$ cat src/rtl/tcap_pkg.sv
package tcap_pkg;
  typedef enum logic [3:0] {
    MODE_FALL  = 4'b0100,
    MODE_RISE  = 4'b0101,
    MODE_DIV_A = 4'b0110,
    MODE_DIV_B = 4'b0111
  } tcap_mode_e;

  function automatic logic mode_enabled(input logic [3:0] m);
    return (m == MODE_FALL) || (m == MODE_RISE) ||
           (m == MODE_DIV_A) || (m == MODE_DIV_B);
  endfunction

  function automatic logic mode_divided(input logic [3:0] m);
    return (m == MODE_DIV_A) || (m == MODE_DIV_B);
  endfunction
endpackage

$ cat src/rtl/tcap_sync_edge.sv
module tcap_sync_edge #(
  parameter int STAGES = 2
) (
  input  logic clk,
  input  logic rst,
  input  logic din,
  output logic rise_p,
  output logic fall_p
);
  logic [STAGES-1:0] sync_q;
  logic              prev_q;

  // synchronizer chain, oldest sample at the top bit
  always_ff @(posedge clk) begin
    if (rst) begin
      sync_q <= '0;
      prev_q <= 1'b0;
    end else begin
      sync_q <= {sync_q[STAGES-2:0], din};
      prev_q <= sync_q[STAGES-1];
    end
  end

  always_comb begin
    rise_p = sync_q[STAGES-1] & ~prev_q;
    fall_p = ~sync_q[STAGES-1] & prev_q;
  end

  // an edge pulse never lasts two cycles in a row
  assert_pulse_single_R2: assert property (@(posedge clk) disable iff (rst)
    (rise_p | fall_p) |=> !($past(rise_p) && rise_p) && !($past(fall_p) && fall_p));
endmodule

$ cat src/rtl/tcap_qualify.sv
module tcap_qualify
  import tcap_pkg::*;
#(
  parameter int DIV_A = 4,
  parameter int DIV_B = 16
) (
  input  logic       clk,
  input  logic       rst,
  input  logic [3:0] mode,
  input  logic       rise_p,
  input  logic       fall_p,
  output logic       qual
);
  localparam int CNT_W = (DIV_B > DIV_A) ? $clog2(DIV_B) : $clog2(DIV_A);

  logic [CNT_W-1:0] cnt_q;
  logic [3:0]       mode_q;
  logic             chg, div_md;
  logic [CNT_W-1:0] tgt;

  always_comb begin
    chg    = (mode != mode_q);
    div_md = mode_divided(mode);
    tgt    = (mode == MODE_DIV_B) ? CNT_W'(DIV_B - 1) : CNT_W'(DIV_A - 1);
    qual   = 1'b0;
    if (!chg) begin
      unique case (mode)
        MODE_FALL:              qual = fall_p;
        MODE_RISE:              qual = rise_p;
        MODE_DIV_A, MODE_DIV_B: qual = rise_p && (cnt_q == tgt);
        default:                qual = 1'b0;
      endcase
    end
  end

  always_ff @(posedge clk) begin
    if (rst) begin
      cnt_q  <= '0;
      mode_q <= 4'd0;
    end else begin
      mode_q <= mode;
      if (chg || !div_md)      cnt_q <= '0;
      else if (rise_p)         cnt_q <= (cnt_q == tgt) ? '0 : cnt_q + 1'b1;
    end
  end

  assert_cnt_clear_R6: assert property (@(posedge clk) disable iff (rst)
    (mode != mode_q) |=> (cnt_q == '0));

  assert_off_quiet_R7: assert property (@(posedge clk) disable iff (rst)
    !mode_enabled(mode) |-> !qual);
endmodule

$ cat src/rtl/tcap_store.sv
module tcap_store #(
  parameter int TMR_W = 16
) (
  input  logic             clk,
  input  logic             rst,
  input  logic             qual,
  input  logic [TMR_W-1:0] tmr_a,
  input  logic [TMR_W-1:0] tmr_b,
  input  logic             tmr_sel,
  input  logic             wr_en,
  input  logic             wr_hi,
  input  logic [TMR_W/2-1:0] wr_data,
  input  logic             rd_hi,
  input  logic             flag_clr,
  output logic [TMR_W/2-1:0] rd_data,
  output logic             cap_flag
);
  localparam int HALF = TMR_W / 2;

  logic [TMR_W-1:0] cap_q;
  logic [TMR_W-1:0] src;
  logic [HALF-1:0]  rd_q;
  logic             flag_q;

  assign src = tmr_sel ? tmr_b : tmr_a;

  always_ff @(posedge clk) begin
    if (rst) begin
      cap_q  <= '0;
      rd_q   <= '0;
      flag_q <= 1'b0;
    end else begin
      rd_q <= rd_hi ? cap_q[TMR_W-1:HALF] : cap_q[HALF-1:0];
      if (qual)                cap_q <= src;
      else if (wr_en && wr_hi) cap_q[TMR_W-1:HALF] <= wr_data;
      else if (wr_en)          cap_q[HALF-1:0] <= wr_data;
      if (qual)                flag_q <= 1'b1;
      else if (flag_clr)       flag_q <= 1'b0;
    end
  end

  assign rd_data  = rd_q;
  assign cap_flag = flag_q;

  assert_cap_load_R3: assert property (@(posedge clk) disable iff (rst)
    qual |=> cap_q == $past(tmr_sel ? tmr_b : tmr_a));

  assert_flag_set_R8: assert property (@(posedge clk) disable iff (rst)
    qual |=> flag_q);

  assert_flag_hold_R8: assert property (@(posedge clk) disable iff (rst)
    (flag_q && !flag_clr) |=> flag_q);

  assert_cap_hold_R10: assert property (@(posedge clk) disable iff (rst)
    (!qual && !wr_en) |=> $stable(cap_q));
endmodule

$ cat src/rtl/tcap_top.sv
module tcap_top #(
  parameter int TMR_W       = 16,
  parameter int SYNC_STAGES = 2,
  parameter int DIV_A       = 4,
  parameter int DIV_B       = 16
) (
  input  logic        clk,
  input  logic        rst,
  input  logic        evt_in,
  input  logic [15:0] tmr_a,
  input  logic [15:0] tmr_b,
  input  logic        tmr_sel,
  input  logic [3:0]  mode,
  input  logic        wr_en,
  input  logic        wr_hi,
  input  logic [7:0]  wr_data,
  input  logic        rd_hi,
  output logic [7:0]  rd_data,
  input  logic        flag_clr,
  output logic        cap_flag
);
  logic rise_p, fall_p, qual;

  tcap_sync_edge #(.STAGES(SYNC_STAGES)) u_edge (
    .clk(clk), .rst(rst), .din(evt_in), .rise_p(rise_p), .fall_p(fall_p)
  );

  tcap_qualify #(.DIV_A(DIV_A), .DIV_B(DIV_B)) u_qual (
    .clk(clk), .rst(rst), .mode(mode), .rise_p(rise_p), .fall_p(fall_p), .qual(qual)
  );

  tcap_store #(.TMR_W(TMR_W)) u_store (
    .clk(clk), .rst(rst), .qual(qual), .tmr_a(tmr_a), .tmr_b(tmr_b),
    .tmr_sel(tmr_sel), .wr_en(wr_en), .wr_hi(wr_hi), .wr_data(wr_data),
    .rd_hi(rd_hi), .flag_clr(flag_clr), .rd_data(rd_data), .cap_flag(cap_flag)
  );
endmodule

$ cat config.mk
export PLATFORM = sky130hd
export DESIGN_NAME = tcap_top
export DESIGN_NICKNAME = d
export VERILOG_FILES = /design/src/rtl/tcap_pkg.sv /design/src/rtl/tcap_sync_edge.sv /design/src/rtl/tcap_qualify.sv /design/src/rtl/tcap_store.sv /design/src/rtl/tcap_top.sv
export SDC_FILE = /design/constraint.sdc
export NUM_CORES = 1
export LEC_CHECK = 0
export ABC_AREA = 1
export CORE_MARGIN = 2
export CORE_UTILIZATION = 51
export DETAILED_ROUTE_END_ITERATION = 10
export GPL_TIMING_DRIVEN = 0
export PLACE_DENSITY_LB_ADDON = 0.15
export SYNTH_ARGS = -nofsm -noshare
export SYNTH_HDL_FRONTEND = slang
export SYNTH_HIERARCHICAL = 1
export SYNTH_SLANG_ARGS = --single-unit
$ cat constraint.sdc
create_clock -name clk -period 3.7 [get_ports clk]
set_input_delay 0.74 -clock clk [delete_from_list [all_inputs] [get_ports clk]]
set_output_delay 0.74 -clock clk [all_outputs]
set_load 0.02 [all_outputs]
==> impl_metrics.csv <==
group,metric,value,unit
status,outcome,"completed",
global_routing,grt.overflow.total,0,
clock_tree,clkSinkCount,36,
synth,synthArstFlopShare,0,%
timing,min_period,2.58,ns
global_routing,grt_antenna_before_repair,0,
timing,drv_slew,0,
timing,relSlewSlack,64.4,%
run,drv_cap,0,
synth,synth_ff_type,"dfxtp_1",
floorplanning,initial_core_util,54.4,%
routing,avgRoutedWirePerCell,10.8,um
clock_tree,clockRootBuffer,"clkbuf_8",
synth,synth-seq-cells,36,
synth,synth_common_cells,"nand2_1 (72), inv_1 (50), dfxtp_1 (36)",
global_routing,grt_start_max_net_pins,12,
floorplanning,io_pins,61,
worst_hold_path,worstHoldPathType,"reg -> reg",
clock_tree,cts.clk_slew.worst_paths,0.06,ns
floorplanning,coreArea,0.00374,sq mm
clock_tree,cts_hold_buf,0,
synth,syn_inst,305,
worst_hold_path,holdPathStages,2,
synth,yosysMostFrequentCell,"nand2_1",
routing,wl,4.53,mm
finish,antenna_cells,0,
clock_tree,cts_buffer_depth,2,
clock_tree,cts_buffers,5,
floorplanning,die-area,0.00452,sq mm
clock_tree,postCtsSetupRepairBufs,0,
global_routing,grt_pass1_wl,7.85,mm
synth,synth_fp_nets,358,
critical_path,cp-end-kind,"flop",
global_routing,grt_pass1_vias,1881,
timing,fin_tns_setup,0,ns
synth,synth.top_cell.area_share,35.4,%
synth,synth_area_leaders,"dfxtp_1 (35%), nand2_1 (13%), inv_1 (9.2%)",
clock_tree,cts_tree,"yes",
synth,avgSynthCellArea,6.68,sq um
synth,synth_compound_area_share,15.2,%
global_routing,grtUsageTotal,22.9,%
timing,finalCritPeriodShare,69.7,%
synth,yosysUniqueCellTypes,24,
timing,skew,0.00477,ns
place,gp_congestion,0.831,
clock_tree,cts_max_level,2,
pwr,vdd_ir_drop_max,0.000171,V
pwr,leakagePower,1.31,nW
finish,layout-drive-gt1-share,15.9,%
floorplanning,die_x,67.2,um
synth,synthMuxAreaShare,0,%
clock_tree,cts_resized,0,
critical_path,worst-path-max-fanout,10,
pwr,pwr_density_cell,311,mW/mm^2
floorplanning,rows,22,
routing,initialDrtViolationCount,66,
critical_path,arrival,2.80,ns
timing,fmax,388,MHz
routing,final_antenna_net_count,0,
synth,synth_top_family_by_area,"simple AND/OR/NAND/NOR gates",
synth,syn_area,0.00204,sq mm
routing,vias_per_cell,4.73,
timing,finalSetupViolations,0,
finish,fin_nets,424,
timing,rsz0062_at_grt,"no",
synth,yosys_warnings,6,
floorplanning,die_y,67.2,um
critical_path,path_class,"in -> reg",
finish,syn_to_final_growth,36.5,%
routing,num_vias,1985,
routing,drtPass1Iterations,4,
timing,hold_viol_final,0,
critical_path,cp.required,3.92,ns
synth,ys_seq_area_share,35.4,%
routing,drc,0,
clock_tree,insertion_delay,0.28,ns
critical_path,timing.reg2reg.worst_path_depth,11,
synth,yosys.area_share.simple,30.7,%
place,portBuffers,59,
synth,synth-xor-area-share,1.29,%
synth,synth_top_area_cell,"dfxtp_1",
synth,synth_fa_ha_area_share,0.614,%
synth,synth_edf_count,0,
critical_path,crit_path_start_kind,"input pin",
timing,tightest_slew,0.534,ns
place,hpwl,3.58,mm
finish,final_util,74.3,%
[cell usage in the layout, fill, tap and decap left out, drive strengths merged]
master,n
a21oi,27
buf,11
clkbuf,6
clkdlybuf4s50,59
clkinv,2
dfxtp,36
ha,1
inv,67
nand2,76
nand3,31
nand3b,5
nand4,1
nor2,23
o21ai,16
o21bai,8
xnor2,2
xor2,1
[registers in the layout, indices dropped and copies added (netlist names)]
signal,cells
u_store/rd_data,8
u_qual/mode_q,4
u_store/cap_flag,1
u_qual/cnt_q,4
u_edge/sync_q,2
u_store/cap_q,16
u_edge/prev_q,1
[stage by stage]
stage | total power, W | hold slack, ns | instance area, sq um | worst slack (ns) | instances
4_1_cts | 0.000874 | 0.407 | 2780 | 1.11 | 420
2_1_floorplan | 0.000511 | 0.388 | 2040 | 1.81 | 305
6_report | 0.000865 | 0.403 | 2780 | 1.12 | 420
3_5_place_dp | 0.000597 | 0.396 | 2690 | 0.852 | 412
5_1_grt | 0.000920 | 0.451 | 2780 | 0.946 | 420
3_3_place_gp | 0.000593 | 0.390 | 2690 | 0.890 | 412
[critical path, stage by stage]
cell,delay [ns]
clkdlybuf4s50_1,0.55
inv_2,0.08
nand2_1,0.06
nand2_1,0.07
nor2_2,0.14
nand3_1,0.08
a21oi_1,0.43
inv_2,0.17
buf_6,0.19
nand3_1,0.10
nand2_1,0.08
a21oi_2,0.10
[routing by layer]
layer	track usage [%]	vias up	part of all wire [%]
li1	-	1069	-
met1	26.1	853	42
met2	41.5	59	51
met3	6.17	4	5.7
met4	7.40	0	0.91
met5	0	-	0
[power breakdown]
group	leakage, nW	internal, W	switching [W]	total (W)
Clock	0.0510	0.000148	0.000127	0.000275
Sequential	0.297	0.000409	0.00000700	0.000416
Combinational	0.966	0.0000920	0.0000815	0.000174
Total	1.31	0.000649	0.000216	0.000865
[logic make-up after synthesis]
group,after synthesis
DFF,36
adders and majority gates,1
and+or+nand+nor,136
AOI/OAI and AO/OA,51
xor gates and xnor gates,3
buffers and inverters,78
[cell type report]
class                           instances  area (sq um)
Buffer                                 11          88.8
Clock buffer                            6          82.6
Clock inverter                          2          10.0
Fill cell                             335           963
Inverter                               67           254
Multi-Input combinational cell        191           973
Sequential cell                        36           721
Tap cell                               48          60.1
Timing Repair Buffer                   59           591
[worst paths after layout]
kind	slack, ns	end	start
worst max-delay path	1.12	u_store/cap_q[2]	mode[0]
worst min-delay path	0.40	u_edge/sync_q[1]	u_edge/sync_q[0]
worst max register to register	1.56	u_store/cap_q[2]	u_edge/sync_q[1]
worst min register to register	0.40	u_edge/sync_q[1]	u_edge/sync_q[0]
No activity file was read; power rests on OpenSTA's default activity.
